`src/rtl/pwr_mode_pkg.sv`:
```
package pwr_mode_pkg;

  localparam int NUM_MODES = 4;
  localparam int MODE_W    = $clog2(NUM_MODES);

  typedef enum logic [MODE_W-1:0] {
    PM_ACTIVE  = 2'd0,
    PM_IDLE    = 2'd1,
    PM_STANDBY = 2'd2,
    PM_SLEEP   = 2'd3
  } pm_state_t;

  typedef enum logic [1:0] {
    CK_ORDINARY = 2'b00,
    CK_STANDBY  = 2'b01,
    CK_STBY_NOW = 2'b10,
    CK_SLEEP    = 2'b11
  } cmd_kind_t;

  // Drivers are powered only in the two working modes
  function automatic logic drivers_on(pm_state_t s);
    return (s == PM_ACTIVE) || (s == PM_IDLE);
  endfunction

endpackage

```
`src/rtl/pmc_idle_timer.sv`:
```
module pmc_idle_timer #(
  parameter longint unsigned LIMIT = 64'd20
) (
  input  logic clk,
  input  logic rst,
  input  logic run,
  output logic expire
);
  localparam int CW = (LIMIT < 2) ? 1 : $clog2(LIMIT);
  localparam logic [CW-1:0] LAST = CW'(LIMIT - 1);

  logic [CW-1:0] cnt_q;

  assign expire = run && (cnt_q == LAST);

  always_ff @(posedge clk) begin
    if (rst || !run) begin
      cnt_q <= '0;
    end else if (!expire) begin
      cnt_q <= cnt_q + 1'b1;
    end
  end
endmodule

```
`src/rtl/pmc_next_state.sv`:
```
module pmc_next_state
  import pwr_mode_pkg::*;
(
  input  pm_state_t cur,
  input  logic      cmd_valid,
  input  logic [1:0] cmd_kind,
  input  logic      any_done,
  input  logic      dev_reset,
  input  logic      tmo,
  output pm_state_t nxt
);
  cmd_kind_t kind;
  assign kind = cmd_kind_t'(cmd_kind);

  always_comb begin
    nxt = cur;
    if (cur == PM_SLEEP) begin
      if (dev_reset) nxt = PM_STANDBY;
    end else if (dev_reset) begin
      nxt = PM_ACTIVE;
    end else if (cmd_valid) begin
      unique case (kind)
        CK_ORDINARY:          nxt = PM_ACTIVE;
        CK_STANDBY, CK_STBY_NOW: nxt = PM_STANDBY;
        CK_SLEEP:             nxt = PM_SLEEP;
        default:              nxt = cur;
      endcase
    end else if (cur == PM_ACTIVE && any_done) begin
      nxt = PM_IDLE;
    end else if (cur == PM_IDLE && tmo) begin
      nxt = PM_STANDBY;
    end
  end
endmodule

```
`src/rtl/pmc_state_reg.sv`:
```
module pmc_state_reg
  import pwr_mode_pkg::*;
(
  input  logic                 clk,
  input  logic                 rst,
  input  pm_state_t            nxt,
  output pm_state_t            cur,
  output logic [NUM_MODES-1:0] oh,
  output logic                 act_en,
  output logic                 spin_en
);
  always_ff @(posedge clk) begin
    if (rst) begin
      cur     <= PM_ACTIVE;
      act_en  <= 1'b1;
      spin_en <= 1'b1;
    end else begin
      cur     <= nxt;
      act_en  <= drivers_on(nxt);
      spin_en <= drivers_on(nxt);
    end
  end

  for (genvar i = 0; i < NUM_MODES; i++) begin : g_oh
    always_ff @(posedge clk) begin
      if (rst) oh[i] <= (i == 0);
      else     oh[i] <= (MODE_W'(nxt) == MODE_W'(i));
    end
  end
endmodule

```
`src/rtl/pwr_mode_ctrl.sv`:
```
module pwr_mode_ctrl
  import pwr_mode_pkg::*;
#(
  parameter longint unsigned TICKS_PER_MIN = 64'd6_000_000_000,
  parameter int unsigned     TIMEOUT_MIN   = 30
) (
  input  logic       clk,
  input  logic       rst,
  input  logic       cmd_valid,
  input  logic [1:0] cmd_kind,
  input  logic       cmd_done,
  input  logic       por_done,
  input  logic       rst_seq_done,
  input  logic       dev_reset,
  input  logic       apd_en,
  output logic [1:0] mode_code,
  output logic [3:0] mode_oh,
  output logic       actuator_en,
  output logic       spindle_en
);
  localparam longint unsigned TIMEOUT_TICKS = TICKS_PER_MIN * longint'(TIMEOUT_MIN);

  pm_state_t cur, nxt;
  logic      tmo, run;

  assign run = (cur == PM_IDLE) && apd_en && !cmd_valid && !dev_reset;

  pmc_idle_timer #(.LIMIT(TIMEOUT_TICKS)) u_timer (
    .clk(clk), .rst(rst), .run(run), .expire(tmo)
  );

  pmc_next_state u_next (
    .cur(cur), .cmd_valid(cmd_valid), .cmd_kind(cmd_kind),
    .any_done(cmd_done | por_done | rst_seq_done),
    .dev_reset(dev_reset), .tmo(tmo), .nxt(nxt)
  );

  pmc_state_reg u_reg (
    .clk(clk), .rst(rst), .nxt(nxt), .cur(cur), .oh(mode_oh),
    .act_en(actuator_en), .spin_en(spindle_en)
  );

  assign mode_code = cur;
endmodule

```
`config.mk`:
```
export PLATFORM = sky130hd
export DESIGN_NAME = pwr_mode_ctrl
export DESIGN_NICKNAME = d
export VERILOG_FILES = /design/src/rtl/pwr_mode_pkg.sv /design/src/rtl/pmc_idle_timer.sv /design/src/rtl/pmc_next_state.sv /design/src/rtl/pmc_state_reg.sv /design/src/rtl/pwr_mode_ctrl.sv
export SDC_FILE = /design/constraint.sdc
export NUM_CORES = 1
export LEC_CHECK = 0
export ABC_AREA = 1
export BUFFER_PORTS_ARGS = -buffer_cell sky130_fd_sc_hd__buf_2
export CAP_MARGIN = 25
export CORE_UTILIZATION = 65
export DETAILED_ROUTE_END_ITERATION = 7
export PLACE_DENSITY = 0.85
export SLEW_MARGIN = 20
export SYNTH_ARGS = -nofsm -noshare
export SYNTH_HDL_FRONTEND = slang
export SYNTH_SLANG_ARGS = --single-unit
```
`constraint.sdc`:
```
create_clock -name clk -period 4.1 [get_ports clk]
set_clock_uncertainty 0.05 [all_clocks]
set_input_delay 0.82 -clock clk [delete_from_list [all_inputs] [get_ports clk]]
set_output_delay 0.82 -clock clk [all_outputs]
set_load 0.01 [all_outputs]
```
==> results.tsv, run 1 <==
stage	metric	value	unit
floorplan	die-area	0.00431	sq mm
floorplan	fp.dieW	65.7	um
worst_setup_path	r2r_start	u_reg.cur[1]	
worst_setup_path	cp_max_fo	21	
min_path	worstHoldStart	u_timer.cnt_q[31]	
grt	grt_pass1_wl	11000	um
clock_tree	cts_resized	0	
sta	rsz0062_at_grt	no	
grt	antenna_found_initial	0	
sta	tightestPinTransition	0.716	ns
worst_setup_path	crit_type	in -> reg	
grt	first_global_vias	2380	
logic_synthesis	synth_seq_cells	45	
clock_tree	clkTransAtPathRegs	0.09	ns
grt	grtUsageTotal	0.341	
placed_design	portBuffers	17	
floorplan	core_area	0.00377	sq mm
clock_tree	clk_latency	0.30	ns
min_path	hold-path-endpoint	u_timer.cnt_q[31]	
finish	syn2layout_area_growth	7.83	%
drt	drt_iter0_drc	291	
sta	hold_viol	0	
logic_synthesis	synth_ff_type	dfxtp_1	
drt	wire_per_inst	14.3	um
logic_synthesis	synth_seq_area_share	0.342	
worst_setup_path	rrSetupSlack	1.78	ns
clock_tree	cts_max_level	2	
clock_tree	cts-root-buf	clkbuf_8	
logic_synthesis	synth_top_cell_by_area	dfxtp_1	
grt	grtUsageMet2	0.556	
sta	tns	0	ns
logic_synthesis	synth_edf_count	0	
floorplan	initial_core_util	0.699	
finish	final_area	0.00284	sq mm
sta	finalMaxSlewViolations	0	
finish	drive_gt1_frac	0.128	
power_and_ir_drop	power_density	272	mW/mm^2
logic_synthesis	avgSynthCellArea	6.55	sq um
logic_synthesis	yosysWarnings	0	
clock_tree	hold_buffers	0	
worst_setup_path	r2r_end	u_timer.cnt_q[19]	
worst_setup_path	critical_path_arrival	2.81	ns
drt	drc	0	
power_and_ir_drop	peakVddDrop	0.000200	V
sta	final.period_utilization	0.636	
finish	fillers	311	
drt	ant_nets	0	
clock_tree	cts-buffers-inserted	5	
logic_synthesis	netlist.area_leader.share	0.342	
clock_tree	clockBufferDepth	2	
clock_tree	cts_tree	built	
grt	use_met3	0.0677	
grt	grt_start_max_net_pins	22	
worst_setup_path	worstSetupEndpointType	flop	
sta	max_freq	0.384	GHz
floorplan	die_height	65.7	um
floorplan	io_pins	18	
placed_design	dpl_cell_area	0.00274	sq mm
logic_synthesis	syn_nets	413	
worst_setup_path	r2r_cells	6	
sta	slew-limit-headroom	0.522	
drt	route.final.wire_length	6700	um
outcome	status	complete, no violations	
drt	dr.pass1.iters	5	
finish	layout.nets	431	
finish	n_antenna_cell	0	
power_and_ir_drop	leakage	1.05	nW
clock_tree	clock_sinks	45	
drt	viasPerCell	5.74	
worst_setup_path	critical_path_required	4.31	ns
worst_setup_path	start_kind	primary input	
logic_synthesis	synthTopCellsByArea	dfxtp_1 34%, nand2_1 12%, inv_1 8.8%	
sta	finalSetupViolCount	0	
flow_run	max_cap_violations	0	
floorplan	num_rows	22	
logic_synthesis	netlist_instances	402	
clock_tree	postCtsSetupBuffers	0	
placed_design	place_hpwl	5150	um
drt	routed-via-count	2692	
grt	grt-busiest-layer	met2	
min_path	holdPathStages	2	
grt	grt_overflow	0	
logic_synthesis	synth.distinct_cells	35	
grt	met1_usage	0.446	
logic_synthesis	ys_async_sr_fraction	0	
sta	period_needed	2.61	ns
min_path	hp-class	reg -> reg	
placed_design	gp_congestion	0.970	
logic_synthesis	syn_area	0.00264	sq mm
layer usage:
metal	part of all wire	vias to the layer above
met2	0.46	116
met5	0	-
met1	0.43	1206
li1	-	1356
met3	0.084	14
met4	0.022	0
kinds of logic after synthesis:
group,Yosys count,synth area share
AND/OR/NAND/NOR,237,0.447
buffers and inverters,72,0.109
AO/OA/AOI/OAI,45,0.0907
flip-flops,45,0.342
XOR/XNOR,2,0.00665
adder cells (fa/ha/maj),1,0.00475
registers in the layout, indices dropped and copies added, names as in the netlist:
signal         cells
u_reg.act_en       1
u_reg.cur          2
u_reg.oh           4
u_timer.cnt_q     38
worst max path at each step:
stage,startpoint,to,slack [ns],cells past startpoint
4_1_cts,cmd_valid,u_timer.cnt_q[19],1.54,7
3_3_place_gp,cmd_valid,u_timer.cnt_q[33],1.27,7
3_5_place_dp,cmd_valid,u_timer.cnt_q[19],1.22,7
2_1_floorplan,cmd_valid,u_timer.cnt_q[35],2.16,10
5_1_grt,cmd_valid,u_timer.cnt_q[34],1.40,8
6_report,cmd_valid,u_timer.cnt_q[19],1.49,7
cells in the mapped netlist (4+ instances only):
cell and instances:
nor3_1 20, nand2_1 85, nor2_2 4, nand4_1 22, nor4_1 7, o21ai_0 7
nand3_1 25, inv_2 4, nand2_2 6, a21oi_1 30, dfxtp_1 45, nor2_1 48
inv_1 62, nor2_4 4
through the flow:
step | cells | utilization | hold slack (ns) | power, mW | worst slack, ns
CTS | 469 | 0.753 | 0.435 | 0.772 | 1.54
global route | 469 | 0.753 | 0.452 | 0.797 | 1.40
finish | 469 | 0.753 | 0.435 | 0.772 | 1.49
detailed placement | 461 | 0.727 | 0.423 | 0.477 | 1.22
floorplan | 402 | - | 0.397 | 0.466 | 2.16
global placement | 461 | 0.727 | 0.414 | 0.476 | 1.27
critical path: stages:
cell and delay, ns:
buf_2 0.11, nor2_1 0.17, nand3_2 0.17, nor2_2 0.58, inv_1 0.55, a21oi_1 0.26
o21a_1 0.14
where the power goes:
group | switching, mW | leakage (nW) | internal [mW]
registers | 0.00159 | 0.363 | 0.440
logic | 0.0148 | 0.631 | 0.0100
clock network | 0.153 | 0.0542 | 0.152
total | 0.169 | 1.05 | 0.603
layout make-up:
| type | instances | area [sq um] | share of cell area |
|---|---|---|---|
| sequential | 45 | 901 | 0.317 |
| tap | 48 | 60.1 | 0.0211 |
| multi-input combinational | 285 | 1450 | 0.509 |
| clock inverter | 1 | 5.00 | 0.00176 |
| clock buffer | 7 | 96.3 | 0.0339 |
| inverter | 66 | 248 | 0.0872 |
| timing repair buffer | 17 | 85.1 | 0.0299 |
placed cells by master, fill, tap and decap left out, drive strengths merged, types with 2 or more instances in the layout:
cell type  instances
dfxtp             45
o21ai              9
nand3             29
a21oi             30
xnor2              2
nand2             92
o21a               2
inv               66
nor4               7
o31ai              2
nor3b              2
buf               17
nand4             24
clkbuf             7
nor2              56
nor3              21
or2                5
Note: power is estimated with default switching activity, not from simulation.
==> inputs of run 2 (changes only) <==
--- a/config.mk
+++ b/config.mk
@@ -8,9 +8,9 @@
 export ABC_AREA = 1
 export BUFFER_PORTS_ARGS = -buffer_cell sky130_fd_sc_hd__buf_2
 export CAP_MARGIN = 25
-export CORE_UTILIZATION = 65
+export CORE_UTILIZATION = 60
 export DETAILED_ROUTE_END_ITERATION = 7
-export PLACE_DENSITY = 0.85
+export PLACE_DENSITY = 0.79
 export SLEW_MARGIN = 20
 export SYNTH_ARGS = -nofsm -noshare
 export SYNTH_HDL_FRONTEND = slang
==> constraint.sdc (replaced) <==
create_clock -name clk -period 2.65 [get_ports clk]
set_clock_uncertainty 0.05 [all_clocks]
set_input_delay 0.53 -clock clk [delete_from_list [all_inputs] [get_ports clk]]
set_output_delay 0.53 -clock clk [all_outputs]
set_load 0.01 [all_outputs]
==> run 2 against run 1 <==
  * Combinational power up 52%
  * Highest routed layer unchanged
  * Non-clock buffer count up 1
  * Wire length is 0.28% lower
  * Die area grew 8.1%
  * Register-to-register slack got worse by 1.1 ns
==> results.tsv, run 2 (synthesis gave the netlist of run 1 again) <==
stage	metric	value	unit	change
grt	first_global_vias	2391		+0.46%
placed_design	place_hpwl	5130	um	-0.54%
min_path	hp-class	reg -> reg		
clock_tree	clockBufferDepth	2		unchanged
worst_setup_path	crit_path_frequent_cell	nor2_1		
worst_setup_path	critical_path_arrival	2.10	ns	-0.71 ns
grt	grt_pass1_wl	10800	um	-1.8%
worst_setup_path	critical_path_required	2.76	ns	-1.55 ns
floorplan	die_height	68.3	um	+4.0%
drt	route.final.wire_length	6690	um	-0.28%
sta	finalSetupViolCount	0		unchanged
grt	grt_overflow	0		unchanged
clock_tree	postCtsSetupBuffers	0		unchanged
floorplan	fp.dieW	68.3	um	+4.0%
worst_setup_path	worstSetupEndpointType	flop		
finish	final_common_cell	nand2_1		
placed_design	portBuffers	17		unchanged
worst_setup_path	crit_chain	ha_1 > nand3_1 > inv_2 > nand2_4 > nor2_4 > nand3_4 > nand4_1 > nor2_1 > nor2_1 > nor3_1		
worst_setup_path	cp_max_fo	18		-14%
finish	drive_gt1_frac	0.126		-0.00238
grt	grt_start_max_net_pins	22		unchanged
worst_setup_path	crit_slowest_cell	dfxtp_1		
finish	layout.nets	432		+0.23%
floorplan	die-area	0.00466	sq mm	+8.1%
clock_tree	cts_resized	0		unchanged
clock_tree	hold_buffers	0		unchanged
floorplan	num_rows	23		+4.5%
sta	period_needed	1.99	ns	
drt	drt_iter0_drc	188		-35%
drt	routed-via-count	2738		+1.7%
floorplan	io_pins	18		unchanged
finish	n_antenna_cell	0		unchanged
sta	finalMaxSlewViolations	0		unchanged
power_and_ir_drop	peakVddDrop	0.000354	V	+77%
finish	reg.largest.list	u_timer.cnt_q (38), u_reg.oh (4), u_reg.cur (2)		
worst_setup_path	crit_path_max_incr_delay	0.38	ns	-0.20 ns
drt	wire_per_inst	14.2	um	-0.71%
worst_setup_path	cpLargestDelayFamily	simple AND/OR/NAND/NOR gates		
finish	syn2layout_area_growth	7.64	%	
worst_setup_path	rrSetupSlack	0.66	ns	-1.12 ns
drt	ant_nets	0		unchanged
worst_setup_path	crit_type	reg -> reg		
power_and_ir_drop	power_density	407	mW/mm^2	+50%
sta	setup_ws	0.661	ns	-0.832 ns
drt	viasPerCell	5.81		+1.3%
finish	largest_reg_flops	38		unchanged
clock_tree	clock_sinks	45		unchanged
sta	tns	0	ns	unchanged
placed_design	dp_slack	0.638	ns	-0.583 ns
sta	tightestPinTransition	0.765	ns	+0.0494 ns
floorplan	initial_core_util	0.640		-0.0584
outcome	status	complete, no violations		
floorplan	core_area	0.00412	sq mm	+9.1%
clock_tree	clk_latency	0.30	ns	about the same
grt	grtUsageTotal	0.318		-0.0233
power_and_ir_drop	leakage	1.04	nW	-0.43%
drt	dr.pass1.iters	5		unchanged
clock_tree	cts-buffers-inserted	5		unchanged
grt	antenna_found_initial	0		unchanged
clock_tree	clkTransAtPathRegs	0.08	ns	about the same
sta	hold_ws	0.432	ns	-0.00310 ns
finish	top_register	u_timer.cnt_q		
clock_tree	cts-root-buf	clkbuf_8		
worst_setup_path	start_kind	flop		
finish	mostFrequentLayoutCells	85 x nand2_1, 62 x inv_1, 48 x nor2_1		
placed_design	gp_congestion	1.02		+5.3%
sta	rsz0062_at_grt	no		
clock_tree	cts_tree	built		
power_and_ir_drop	finalPower	1.15	mW	+50%
sta	slew-limit-headroom	0.489		-0.0330
flow_run	max_cap_violations	0		unchanged
sta	max_freq	0.503	GHz	
worst_setup_path	worst-path-buf-inv	1		-1
sta	hold_viol	0		unchanged
clock_tree	cts_max_level	2		unchanged
drt	drc	0		unchanged
sta	final.period_utilization	0.751		
-- run 2: final cells by class --
cell class              instances  area, sq um
multi-input cells             285         1450
fillers                       381         1280
flip-flops and latches         45          901
inverters                      66          248
repair buffers                 18         92.6
clock buffers                   7         86.3
well taps                      50         62.6
-- run 2: report_power, final --
group | switching, mW | internal [mW]
Sequential | 0.00235 | 0.681
Combinational | 0.0220 | 0.0156
Clock | 0.226 | 0.207
Total | 0.250 | 0.904
-- run 2: routing by layer --
layer  routed length, um  track usage
met2                3000        0.504
met3                 488       0.0600
met4                 157        0.151
met1                3040        0.412
met5                   0            0
-- run 2: worst paths after layout --
kind | from | endpoint | cells after the start
worst min-delay path | u_timer.cnt_q[31] | u_timer.cnt_q[31] | 2
worst max-delay path | u_timer.cnt_q[0] | u_timer.cnt_q[24] | 10
worst max register to register | u_timer.cnt_q[0] | u_timer.cnt_q[24] | 10
worst min register to register | u_timer.cnt_q[31] | u_timer.cnt_q[31] | 2
-- run 2: stage by stage --
| step | cell area (sq um) | instances | util |
|---|---|---|---|
| CTS | 2840 | 471 | 0.689 |
| detailed placement | 2750 | 464 | 0.668 |
| finish | 2840 | 471 | 0.689 |
| global route | 2840 | 471 | 0.689 |
| global placement | 2750 | 464 | 0.668 |
| floorplan | 2640 | 402 | - |
-- run 2: worst register-to-register path: stages, from the launching register on --
cell	delay, ns
dfxtp_1	0.38
ha_1	0.23
nand3_1	0.14
inv_2	0.15
nand2_4	0.10
nor2_4	0.11
nand3_4	0.22
nand4_1	0.24
nor2_1	0.09
nor2_1	0.09
nor3_1	0.05
==> inputs of run 3 (changes only) <==
--- a/config.mk
+++ b/config.mk
@@ -5,12 +5,12 @@
 export SDC_FILE = /design/constraint.sdc
 export NUM_CORES = 1
 export LEC_CHECK = 0
-export ABC_AREA = 1
+export ABC_AREA = 0
 export BUFFER_PORTS_ARGS = -buffer_cell sky130_fd_sc_hd__buf_2
 export CAP_MARGIN = 25
-export CORE_UTILIZATION = 60
+export CORE_UTILIZATION = 53
 export DETAILED_ROUTE_END_ITERATION = 7
-export PLACE_DENSITY = 0.79
+export PLACE_DENSITY = 0.75
 export SLEW_MARGIN = 20
 export SYNTH_ARGS = -nofsm -noshare
 export SYNTH_HDL_FRONTEND = slang
==> constraint.sdc (replaced) <==
create_clock -name clk -period 1.6 [get_ports clk]
set_clock_uncertainty 0.05 [all_clocks]
set_input_delay 0.32 -clock clk [delete_from_list [all_inputs] [get_ports clk]]
set_output_delay 0.32 -clock clk [all_outputs]
set_load 0.01 [all_outputs]
==> run 3 against run 2 <==
  * The flow now finishes with violations (negative setup slack)
  * Count of clock-buffer cells in the layout shrank 1
  * Global-route usage grew 3.7 points
  * Final cell count shrank 11%
  * Combinational power grew 140%
  * Setup slack lost 1.2 ns
  * Worst hold slack lost 0.14 ns
  * Via count shrank 1.8%
  * Design area grew 21%
  * Critical path depth shrank 4
  * Sequential share of layout area shrank 4.5 points
  * Critical path type unchanged
  * Critical endpoint is now u_timer.cnt_q[3]
  * Highest routed layer unchanged
==> results.tsv, run 3 <==
stage	metric	value	unit	change
logic_synthesis	avgSynthCellArea	8.37	sq um	+28%
clock_tree	cts_max_level	2		unchanged
grt	grt_pass1_wl	11500	um	+6.9%
finish	mostFrequentLayoutCells	75 x buf_4, 23 x dfxtp_2, 22 x nor2_1, 22 x buf_6, 21 x dfxtp_1		
logic_synthesis	synthMuxAreaShare	0.00462		+0.00462
worst_setup_path	worst-path-buf-inv	1		unchanged
flow_run	max_cap_violations	0		unchanged
logic_synthesis	synth_seq_cells	45		unchanged
grt	met1_usage	0.412		about the same
sta	rsz0062_at_grt	yes		
logic_synthesis	ys_async_sr_fraction	0		unchanged
clock_tree	clk_latency	0.32	ns	+0.02 ns
logic_synthesis	yosysWarnings	0		unchanged
logic_synthesis	synth_top_family_by_area	simple AND/OR/NAND/NOR gates		
clock_tree	cts_tree	built		
placed_design	place_hpwl	4020	um	-22%
drt	ant_nets	0		unchanged
grt	grt_overflow	0		unchanged
worst_setup_path	cp_max_fo	19		+1
logic_synthesis	synth_seq_area_share	0.415		+0.0736
finish	fillers	155		-59%
logic_synthesis	synth_top_cell_by_area	dfxtp_1		
grt	grtUsageTotal	0.355		+0.0375
sta	slew-limit-headroom	0.645		+0.155
min_path	worstHoldStart	rst		
sta	hold_viol	0		unchanged
finish	layout.nets	380		-12%
power_and_ir_drop	peakVddDrop	0.000473	V	+34%
finish	final_common_cell	buf_4		
drt	drc	0		unchanged
drt	routed-via-count	2690		-1.8%
finish	syn2layout_area_growth	57.8	%	
clock_tree	clock_sinks	45		unchanged
worst_setup_path	worstSetupEndpointType	flop		
sta	final.period_utilization	1.35		+0.602
finish	top_register	u_timer.cnt_q		
outcome	status	finished with violations		
sta	period_needed	2.16	ns	+0.176 ns
clock_tree	clockBufferDepth	2		unchanged
logic_synthesis	synth-compound-area-share	0.121		+0.0299
drt	drt_iter0_drc	233		+24%
placed_design	gp_congestion	0.847		-17%
grt	grt-busiest-layer	met2		
finish	n_antenna_cell	0		unchanged
worst_setup_path	cpLargestDelayFamily	simple AND/OR/NAND/NOR gates		
logic_synthesis	netlist.area_leader.share	0.415		+0.0736
power_and_ir_drop	power_density	568	mW/mm^2	+40%
sta	finalMaxSlewViolations	0		unchanged
clock_tree	clkTransAtPathRegs	0.09	ns	about the same
sta	tightestPinTransition	0.528	ns	-0.237 ns
logic_synthesis	synth_edf_count	0		unchanged
grt	grt_start_max_net_pins	38		+73%
floorplan	core_area	0.00380	sq mm	-7.7%
logic_synthesis	synthTopCellsByArea	dfxtp_1 42%, xor2_1 5.7%, a21oi_1 4.6%		
drt	viasPerCell	6.44		+11%
worst_setup_path	crit_slowest_cell	dfxtp_1		
sta	hold_ws	0.297	ns	-0.135 ns
floorplan	io_pins	18		unchanged
worst_setup_path	crit_start	u_timer.cnt_q[20]		
min_path	hp-class	in -> reg		
worst_setup_path	r2r_start	u_timer.cnt_q[20]		
finish	final_cells	418		-11%
finish	reg.largest.list	u_timer.cnt_q (38), u_reg.oh (4), u_reg.cur (2)		
sta	setup_ws	-0.565	ns	-1.23 ns
floorplan	initial_core_util	0.571		-0.0695
drt	dr.pass1.iters	5		unchanged
worst_setup_path	r2r_end	u_timer.cnt_q[3]		
power_and_ir_drop	leakage	1.35	nW	+30%
logic_synthesis	synth_most_common_cell	dfxtp_1		
finish	drive_gt1_frac	0.516		+0.390
logic_synthesis	netlist_instances	259		-36%
clock_tree	cts-buffers-inserted	5		unchanged
worst_setup_path	crit_type	reg -> reg		
logic_synthesis	synthAdderAreaFrac	0.00577		+0.00102
placed_design	portBuffers	17		unchanged
logic_synthesis	synth_commonest_cells	45 x dfxtp_1, 24 x nor2_1, 20 x a21oi_1, 19 x nand3_1		
min_path	hold-path-endpoint	u_reg.cur[1]		
finish	largest_reg_flops	38		unchanged
worst_setup_path	rrSetupSlack	-0.56	ns	-1.23 ns
grt	first_global_vias	2463		+3.0%
worst_setup_path	crit_path_max_incr_delay	0.42	ns	+0.04 ns
floorplan	die_height	66.0	um	-3.4%
logic_synthesis	synth_ff_type	dfxtp_1		
worst_setup_path	crit_chain	nor4b_2 > nand4_1 > nor4_4 > buf_6 > nor3_1 > nor3_1		
clock_tree	cts-root-buf	clkbuf_8		
floorplan	fp.dieW	66.0	um	-3.4%
floorplan	num_rows	22		-4.3%
worst_setup_path	critical_path_required	1.74	ns	-1.02 ns
min_path	holdPathStages	3		+1
logic_synthesis	synth-simple-area-share	0.351		-0.0954
logic_synthesis	syn_area	0.00217	sq mm	-18%
worst_setup_path	critical_path_arrival	2.30	ns	+0.20 ns
worst_setup_path	r2r_cells	6		-4
logic_synthesis	syn_nets	270		-35%
grt	use_met3	0.0621		+0.00207
logic_synthesis	synth.distinct_cells	38		+8.6%
grt	antenna_found_initial	0		unchanged
grt	grtUsageMet2	0.601		+0.0971
placed_design	numPlacedInstances	390		-16%
drt	route.final.wire_length	8670	um	+30%
floorplan	die-area	0.00435	sq mm	-6.7%
drt	wire_per_inst	20.7	um	+46%
sta	max_freq	0.462	GHz	-8.1%
worst_setup_path	crit_path_frequent_cell	nor3_1		
clock_tree	hold_buffers	0		unchanged
worst_setup_path	start_kind	flop		
logic_synthesis	synth_xor_area_frac	0.0646		+0.0580
sta	finalSetupViolCount	41		+41
outcome	violations	negative setup slack		
run 3: cell types whose count changed in the layout (fill, tap and decap cells not counted), sizes merged, moves of 8 or more:
cell / before / now
buf: 18 / 114
nand2: 92 / 16
inv: 66 / 4
nor2: 56 / 25
or3: 0 / 17
xor2: 0 / 14
nor3: 21 / 8
and3: 0 / 12
a21oi: 30 / 20
nand3: 29 / 19
nand4: 24 / 16
run 3: cell families after synthesis:
family | count (synthesis)
and+or+nand+nor | 135
buffers and inverters | 15
adders and majority gates | 1
AOI/OAI and AO/OA | 46
DFF | 45
xor gates and xnor gates | 16
muxes | 1
run 3: stage by stage:
stage               setup WS [ns]  setup TNS, ns  instance area [sq um]  power (mW)  utilization
floorplan                  -0.447          -8.48                   2210        1.19            -
global placement           -0.509         -13.72                   2860        1.23        0.752
detailed placement         -0.538         -15.23                   2860        1.23        0.752
CTS                        -0.276          -5.67                   3240        1.92        0.852
global route               -0.633         -14.89                   3420        2.00        0.901
finish                     -0.565         -12.41                   3420        1.94        0.901
run 3: timing repair:
action	in CTS	in global routing
pin swaps	23	24
cloned	1	0
buffers inserted	15	8
resized for setup	55	37
setup endpoints to repair	45	44
run 3: worst register-to-register path: cells and delay by family, from the launching register on:
kind / cells / cell delay, ns
flops: 1 / 0.42
simple gates: 5 / 1.33
buf+inv: 1 / 0.23
run 3: final cells by class:
cell class / instances / area, sq um / share of cell area
timing repair buffer: 114 / 896 / 0.262
inverter: 4 / 15.0 / 0.00439
sequential: 45 / 933 / 0.273
clock buffer: 6 / 72.6 / 0.0212
multi-input combinational: 199 / 1440 / 0.419
clock inverter: 2 / 10.0 / 0.00293
tap: 48 / 60.1 / 0.0176
run 3: power by group:
group | internal (mW) | leakage, nW | switching (mW)
logic | 0.0442 | 0.931 | 0.0472
registers | 1.13 | 0.376 | 0.00508
clock network | 0.304 | 0.0450 | 0.417
run 3: per-layer routing:
metal	up-vias	part of all wire	wire length, um
met2	191	0.47	4110
met4	0	0.068	592
li1	1171	-	-
met1	1251	0.38	3300
met5	-	0	0
met3	77	0.078	672
run 3: worst max path at each step:
| stage | depth (start not counted) | endpoint |
|---|---|---|
| after floorplan | 6 | u_reg.act_en |
| after global placement | 7 | u_timer.cnt_q[1] |
| after detailed placement | 7 | u_timer.cnt_q[1] |
| after CTS | 7 | u_timer.cnt_q[20] |
| after global routing | 6 | u_timer.cnt_q[3] |
| final | 6 | u_timer.cnt_q[3] |
